**config.mk**
```make
export PLATFORM = sky130hd
export DESIGN_NAME = csma_backoff_ctrl
export DESIGN_NICKNAME = d
export VERILOG_FILES = /design/src/rtl/csma_backoff_ctrl.sv
export SDC_FILE = /design/constraint.sdc
export NUM_CORES = 1
export LEC_CHECK = 0
export ABC_CLOCK_PERIOD_IN_PS = 2500
export CAP_MARGIN = 20
export CORE_ASPECT_RATIO = 1.1
export CORE_MARGIN = 3
export CORE_UTILIZATION = 25
export CTS_CLUSTER_DIAMETER = 100
export CTS_CLUSTER_SIZE = 10
export DETAILED_ROUTE_END_ITERATION = 6
export PLACE_DENSITY = 0.45
export SLEW_MARGIN = 40
export SYNTH_ARGS = -nofsm -noshare
export SYNTH_HDL_FRONTEND = slang
export SYNTH_SLANG_ARGS = --single-unit
```
**constraint.sdc**
```tcl
create_clock -name clk -period 2.5 [get_ports clk]
set_input_delay 0.5 -clock clk [delete_from_list [all_inputs] [get_ports clk]]
set_output_delay 0.5 -clock clk [all_outputs]
set_load 0.03 [all_outputs]
```
**src/rtl/csma_backoff_ctrl.sv**
```systemverilog
module csma_backoff_ctrl #(
  parameter int SLOT_TICKS    = 512,
  parameter int GAP_TICKS     = 96,
  parameter int ATTEMPT_LIMIT = 16,
  parameter int EXP_CAP       = 10,
  parameter int LFSR_W        = 16,
  parameter logic [LFSR_W-1:0] LFSR_SEED = 16'hACE1,
  parameter logic [LFSR_W-1:0] LFSR_TAPS = 16'hB400
) (
  input  logic clk,
  input  logic rst_n,
  input  logic tick,
  input  logic carrier_sense,
  input  logic collision,
  input  logic tx_request,
  input  logic tx_done,
  output logic tx_start,
  output logic tx_abort,
  output logic tx_fail
);

  localparam int SLOT_W = $clog2(SLOT_TICKS);
  localparam int GAP_W  = $clog2(GAP_TICKS + 1);
  localparam int ATT_W  = $clog2(ATTEMPT_LIMIT + 1);
  localparam int K_W    = EXP_CAP;

  typedef enum logic [1:0] {S_IDLE, S_DEFER, S_XMIT, S_BACKOFF} state_t;

  state_t            state;
  logic [GAP_W-1:0]  gap_cnt;
  logic [SLOT_W-1:0] slot_cnt;
  logic [K_W-1:0]    slots_left;
  logic [ATT_W-1:0]  coll_cnt;
  logic [LFSR_W-1:0] lfsr;
  logic [K_W-1:0]    k_mask;

  wire [ATT_W-1:0] coll_next = coll_cnt + 1'b1;
  wire gap_done  = tick && !carrier_sense && (gap_cnt == GAP_W'(GAP_TICKS - 1));
  wire slot_end  = slot_cnt == SLOT_W'(SLOT_TICKS - 1);
  wire hit_limit = coll_next == ATT_W'(ATTEMPT_LIMIT);

  always_comb begin
    int e;
    e = int'(coll_next);
    if (e > EXP_CAP) e = EXP_CAP;
    for (int i = 0; i < K_W; i++) k_mask[i] = (i < e);
  end

  always_ff @(posedge clk or negedge rst_n)
    if (!rst_n) lfsr <= LFSR_SEED;
    else        lfsr <= lfsr[0] ? ((lfsr >> 1) ^ LFSR_TAPS) : (lfsr >> 1);

  always_ff @(posedge clk or negedge rst_n) begin
    if (!rst_n) begin
      state      <= S_IDLE;
      gap_cnt    <= '0;
      slot_cnt   <= '0;
      slots_left <= '0;
      coll_cnt   <= '0;
      tx_start   <= 1'b0;
      tx_abort   <= 1'b0;
      tx_fail    <= 1'b0;
    end else begin
      tx_start <= 1'b0;
      tx_abort <= 1'b0;
      tx_fail  <= 1'b0;
      case (state)
        S_IDLE:
          if (tx_request) begin
            state   <= S_DEFER;
            gap_cnt <= '0;
          end
        S_DEFER:
          if (carrier_sense)  gap_cnt <= '0;
          else if (gap_done) begin
            tx_start <= 1'b1;
            state    <= S_XMIT;
          end else if (tick)  gap_cnt <= gap_cnt + 1'b1;
        S_XMIT:
          if (collision) begin
            tx_abort <= 1'b1;
            if (hit_limit) begin
              tx_fail  <= 1'b1;
              coll_cnt <= '0;
              state    <= S_IDLE;
            end else begin
              coll_cnt   <= coll_next;
              slots_left <= lfsr[K_W-1:0] & k_mask;
              slot_cnt   <= '0;
              state      <= S_BACKOFF;
            end
          end else if (tx_done) begin
            coll_cnt <= '0;
            state    <= S_IDLE;
          end
        S_BACKOFF:
          if (slots_left == '0) begin
            state   <= S_DEFER;
            gap_cnt <= '0;
          end else if (tick) begin
            if (slot_end) begin
              slot_cnt   <= '0;
              slots_left <= slots_left - 1'b1;
            end else slot_cnt <= slot_cnt + 1'b1;
          end
        default: state <= S_IDLE;
      endcase
    end
  end

endmodule

```
==> reports/results.ini, run 1 <==
[timing]
whs_ns = 0.236
fmax_ghz = 0.443
finalSetupTns_ns = 0
finalHoldViolCount = 0
slew_viol_final = 0
setup_viol = 0
worst_pin_slew_ns = 0.668
min_period_ns = 2.26
finalCritPeriodShare = 0.903
skew_ns = 0.00381
setup_ws_ns = 0.243
slew_headroom = 0.555
rsz0062_at_grt = no

[cells_and_area]
final_cells = 469
drive_gt1_frac = 0.171
nets = 339
n_antenna_cell = 0
nFillCells = 1187
areaGrowthSynthToFinish_pct = 16.2
design_area_mm2 = 0.00343

[place]
port_buffers = 9
gp_congestion = 0.804
post-place-ws_ns = 0.226
post_dp_cell_area_mm2 = 0.00326
dpl.hpwl_um = 4960
dp.cells = 461

[worst_setup_path]
start_kind = flop
crit_type = flop to flop
crit_chain = ha_1 -> and3_1 -> nand3_1 -> nor2_1 -> ha_1 -> a41o_1 -> a21boi_2 -> buf_12 -> o21ai_0 -> a211oi_2
path_common_cell = ha_1
critPathRequiredTime_ns = 2.71
cpMaxStageDelayCell = dfrtp_1
path_max_fanout = 16
r2r_slack_ns = 0.24
end_kind = flop
cp_data_arrival_time_ns = 2.47
slowest_delay_ns = 0.39
worstRegToRegCells = 10

[synth]
ys_async_sr_fraction = 1.00
synth_fp_nets = 321
avgSynthCellArea_um2 = 9.73
syn_inst = 303
ys_seq_area_frac = 0.445
synth_area_mm2 = 0.00295
ys_warn_count = 0
ys_seq_elements = 52
ys_types = 65
synth_edf_count = 0
synth_flop_cell = dfrtp_1

[routing]
drt_pass1_iterations = 4
wirelength_um = 6880
wl_per_cell_um = 14.7
viasPerCell = 4.87
detail-route-antenna-nets = 0
via_count = 2282
drc = 0
drtIter0Drc = 121

[clock_tree]
clkSlewWorstSetupHoldPaths_ns = 0.07
cts_tree = built
clk_path_buf_depth = 2
postCtsSetupBuffers = 0
tritoncts.num_buffers = 5
cts_sinks = 52
cts_resized = 0
insertion_delay_ns = 0.29
cts_root_buf = clkbuf_16
ctsHoldBuffers = 0
h-tree-depth = 2

[global_route]
gr-total-overflow = 0
grt_pass1_vias = 2337
grt_pass1_wl_um = 12000
grt_max_degree = 28
grt_use_total = 0.116
antenna_found_initial = 0

[floorplan]
pin_count = 10
die_h_um = 120
core_mm2 = 0.0112
rows = 40
start_util = 0.263
fp.dieW_um = 110
die_area_mm2 = 0.0131

[pwr]
cellPowerDensity_mw_per_mm2 = 563
p_leak_nw = 1.51
irDropWorstVdd_mv = 0.283

[run]
max_cap_violations = 0

[min_path]
hp-class = primary input to async pin

[status]
status = finished clean

## layer usage
metal / vias up / routed length, µm / global-route usage
li1: 1127 / - / -
met1: 1118 / 3160 / 0.150
met2: 30 / 3420 / 0.191
met3: 7 / 189 / 0.0226
met4: 0 / 109 / 0.0405
met5: - / 0 / 0
## critical path: cells and delay by family (launching register included)
kind | cells | cell delay [ns]
compound gates | 4 | 0.69
simple gates | 3 | 0.51
fa+ha+maj | 2 | 0.43
flops | 1 | 0.39
buf+inv | 1 | 0.16
## logic make-up (layout without fill, tap and decap cells)
logic type / after synthesis / in the layout / synth area share
buffers and inverters: 25 / 44 / 0.0484
xor gates and xnor gates: 6 / 6 / 0.0178
and+or+nand+nor: 120 / 120 / 0.224
DFF: 52 / 52 / 0.445
muxes: 3 / 3 / 0.0106
AOI/OAI and AO/OA: 86 / 86 / 0.208
adders and majority gates: 11 / 11 / 0.0467
## registers in the layout, summed over array words and instances (netlist names)
name	flops
tx_start	1
coll_cnt	5
slot_cnt	9
tx_abort	1
slots_left	10
lfsr	16
gap_cnt	7
state	2
tx_fail	1
## stage by stage
stage | utilization | total power [mW]
3_5_place_dp | 0.291 | 1.16
3_3_place_gp | 0.291 | 1.16
4_1_cts | 0.306 | 1.97
6_report | 0.306 | 1.93
2_1_floorplan | - | 1.06
5_1_grt | 0.306 | 2.04
## synth_stat cells (all sizes together) (2+ instances only)
| cell type | instances | share of area |
|---|---|---|
| nand2b | 11 | 0.023 |
| dfstp | 8 | 0.071 |
| o31ai | 4 | 0.010 |
| clkbuf | 3 | 0.0038 |
| and4 | 3 | 0.0098 |
| a221o | 2 | 0.0068 |
| buf | 10 | 0.029 |
| nor2 | 27 | 0.034 |
| ha | 11 | 0.047 |
| and2 | 3 | 0.0072 |
| o21a | 2 | 0.0051 |
| o22ai | 6 | 0.013 |
| xnor2 | 2 | 0.0059 |
| a22o | 3 | 0.0089 |
| dfrtp | 44 | 0.37 |
| nand2 | 29 | 0.037 |
| nor3 | 9 | 0.022 |
| and3 | 6 | 0.013 |
| a221oi | 2 | 0.0081 |
| nand3b | 2 | 0.0051 |
| nand4 | 2 | 0.011 |
| a21boi | 2 | 0.010 |
| a21oi | 10 | 0.021 |
| inv | 12 | 0.015 |
| xor2 | 4 | 0.012 |
| a211oi | 3 | 0.013 |
| o211ai | 4 | 0.014 |
| a41oi | 2 | 0.0059 |
| nand3 | 16 | 0.027 |
| or3 | 2 | 0.0059 |
| mux2i | 2 | 0.0068 |
| a31oi | 6 | 0.013 |
| o21ai | 31 | 0.053 |
| nor2b | 3 | 0.0064 |
## path summary, 6_finish.rpt
path	startpoint	endpoint
min in group clk	lfsr[12]	lfsr[11]
max in group asynchronous	rst_n	lfsr[10]
setup / recovery	slot_cnt[0]	slots_left[4]
hold / removal	rst_n	lfsr[14]
hold reg to reg	lfsr[12]	lfsr[11]
setup reg to reg	slot_cnt[0]	slots_left[4]
## power by group
part / leakage, nW / internal, mW / switching, mW
Sequential: 0.680 / 0.862 / 0.0167
Combinational: 0.748 / 0.0945 / 0.169
Clock: 0.0798 / 0.471 / 0.315
Total: 1.51 / 1.43 / 0.501
## cell usage in the layout, fill, tap and decap left out, types with 3 or more instances in the layout
cell type | synthesis | final
nor2_1 | 27 | 27
a22o_1 | 3 | 3
buf_4 | 2 | 13
a21oi_1 | 9 | 9
o21ai_0 | 28 | 28
inv_1 | 12 | 12
nor3_1 | 6 | 6
and3_1 | 5 | 5
nand2b_1 | 11 | 11
clkbuf_16 | 0 | 5
o21ai_1 | 3 | 3
ha_1 | 11 | 11
nand2_1 | 29 | 29
nor2b_1 | 3 | 3
dfrtp_1 | 44 | 44
a31oi_1 | 6 | 6
o22ai_1 | 6 | 6
dfstp_2 | 8 | 8
clkdlybuf4s50_1 | 0 | 8
xor2_1 | 4 | 4
nand3_1 | 16 | 16
a211oi_2 | 3 | 3
o31ai_1 | 4 | 4
## area by class of cell
type                    instances  area [µm²]  share of cell area
repair buffers                 24         223              0.0650
flip-flops and latches         52        1310               0.383
inverters                      12        45.0              0.0131
clock buffers                   5         125              0.0365
multi-input cells             226        1500               0.436
well taps                     147         184              0.0537
clock inverters                 3        42.5              0.0124
Note: power is estimated with default switching activity, not from simulation.
==> run 2: changes to the inputs <==
Settings changed: CAP_MARGIN 20 to not set.
==> results of run 2 <==
Final layout, timing and power as in run 1 (identical DEF).
==> run 3: changes to the inputs <==
Settings changed: CAP_MARGIN set to 20, SLEW_MARGIN 40 to not set.
==> run 3 against run 2 <==
  * Final area is the same
  * Via count grew 0.35%
  * Critical path depth is the same
  * Sequential share of layout area is the same
  * Global-route usage is the same
  * Power is essentially flat
  * Clock skew is essentially flat
  * Count of clock-buffer cells in the layout is the same
  * Largest cell class unchanged
==> reports/results.ini, run 3 (synthesis results as in run 1) <==
[run]
max_cap_violations = 0

[place]
dpl.hpwl_um = 4960
port_buffers = 9
gp_congestion = 0.804

[clock_tree]
h-tree-depth = 2
postCtsSetupBuffers = 0
tritoncts.num_buffers = 5
cts_root_buf = clkbuf_16
clkSlewWorstSetupHoldPaths_ns = 0.07
insertion_delay_ns = 0.29
cts_tree = built
clk_path_buf_depth = 2
cts_sinks = 52
cts_resized = 0
ctsHoldBuffers = 0

[timing]
slew_headroom = 0.468
min_period_ns = 2.26
rsz0062_at_grt = no
finalSetupTns_ns = 0
skew_ns = 0.00382
worst_pin_slew_ns = 0.788
finalHoldViolCount = 0
slew_viol_final = 0
setup_viol = 0
fmax_ghz = 0.443
finalCritPeriodShare = 0.903

[pwr]
clock_power_share = 0.408
switching_share = 0.260
p_leak_nw = 1.51
pwr-share-seq = 0.456
p_comb_frac = 0.137
irDropWorstVdd_mv = 0.283
cellPowerDensity_mw_per_mm2 = 563
p_switching_mw = 0.501
p_int_mw = 1.43
total_power_mw = 1.93

[cells_and_area]
final_common_cell = dfrtp_1
drive_gt1_frac = 0.171
largest-register = lfsr
nFillCells = 1187
largest_reg_flops = 16
areaGrowthSynthToFinish_pct = 16.2
top_regs = lfsr: 16 flops, slots_left: 10 flops, slot_cnt: 9 flops
multi_input_area_mm2 = 0.00150
n_antenna_cell = 0
seq_area_mm2 = 0.00131
layout_common_cells = dfrtp_1 (44), nand2_1 (29), o21ai_0 (28), nor2_1 (27), nand3_1 (16)
nets = 339

[global_route]
grt_pass1_wl_um = 12000
grt_pass1_vias = 2337
grt_use_total = 0.116
grt_max_degree = 28
antenna_found_initial = 0
gr-total-overflow = 0

[floorplan]
core_mm2 = 0.0112
die_area_mm2 = 0.0131
fp.dieW_um = 110
start_util = 0.263
rows = 40
die_h_um = 120
pin_count = 10

[worst_setup_path]
end_kind = flop
crit_type = flop to flop
path_max_fanout = 16
slowest_delay_ns = 0.39
cp_data_arrival_time_ns = 2.47
path_common_cell = ha_1
start_kind = flop
crit_chain = ha_1 -> and3_1 -> nand3_1 -> nor2_1 -> ha_1 -> a41o_1 -> a21boi_2 -> buf_12 -> o21ai_0 -> a211oi_2
cpMaxStageDelayCell = dfrtp_1
critPathRequiredTime_ns = 2.71

[routing]
detail-route-antenna-nets = 0
drc = 0
drt_pass1_iterations = 4
wirelength_um = 6880
drtIter0Drc = 123
wl_per_cell_um = 14.7
via_count = 2290
viasPerCell = 4.88

[min_path]
hp-class = primary input to async pin

[status]
status = finished clean

[run 3: cell counts in the layout (fill, tap and decap cells not counted)]
No cell type changed its count.
[run 3: cell type report]
class | instances | area share
Tap cell | 147 | 0.0537
Clock inverter | 3 | 0.0124
Sequential cell | 52 | 0.383
Inverter | 12 | 0.0131
Timing Repair Buffer | 24 | 0.0650
Clock buffer | 5 | 0.0365
Multi-Input combinational cell | 226 | 0.436
[run 3: worst paths after layout]
check	startpoint	to	slack [ns]	cells after the start
max	slot_cnt[0]	slots_left[4]	0.24	10
min	rst_n	lfsr[14]	0.23	1
max reg2reg	slot_cnt[0]	slots_left[4]	0.24	10
min reg2reg	lfsr[12]	lfsr[11]	0.36	0
max in group asynchronous	rst_n	lfsr[10]	1.62	2
min in group clk	lfsr[12]	lfsr[11]	0.36	0
[run 3: per-layer routing]
metal / share of wire / GRT usage / routed length (µm)
met1: 0.46 / 0.150 / 3130
met2: 0.50 / 0.191 / 3420
met3: 0.031 / 0.0226 / 216
met4: 0.016 / 0.0405 / 109
met5: 0 / 0 / 0
[run 3: stage by stage]
step | area, µm² | utilization | worst slack [ns] | cells | hold slack [ns]
floorplan | 2950 | - | 0.393 | 303 | 0.204
global placement | 3260 | 0.291 | 0.241 | 461 | 0.347
detailed placement | 3260 | 0.291 | 0.226 | 461 | 0.342
CTS | 3430 | 0.306 | 0.214 | 469 | 0.261
global route | 3430 | 0.306 | 0.0246 | 469 | 0.292
finish | 3430 | 0.306 | 0.243 | 469 | 0.235
[run 3: power groups by stage]
stage / registers [mW] / clock network, mW / logic, mW
global placement: 0.894 / 0 / 0.265
global route: 0.883 / 0.858 / 0.304
floorplan: 0.890 / 0 / 0.170
CTS: 0.879 / 0.821 / 0.267
finish: 0.879 / 0.786 / 0.263
detailed placement: 0.894 / 0 / 0.265
[run 3: worst max-delay path, delay by kind of cell (launching register included)]
family	cells	cell delay (ns)
simple gates	3	0.51
fa+ha+maj	2	0.43
flops	1	0.39
buf+inv	1	0.16
compound gates	4	0.69
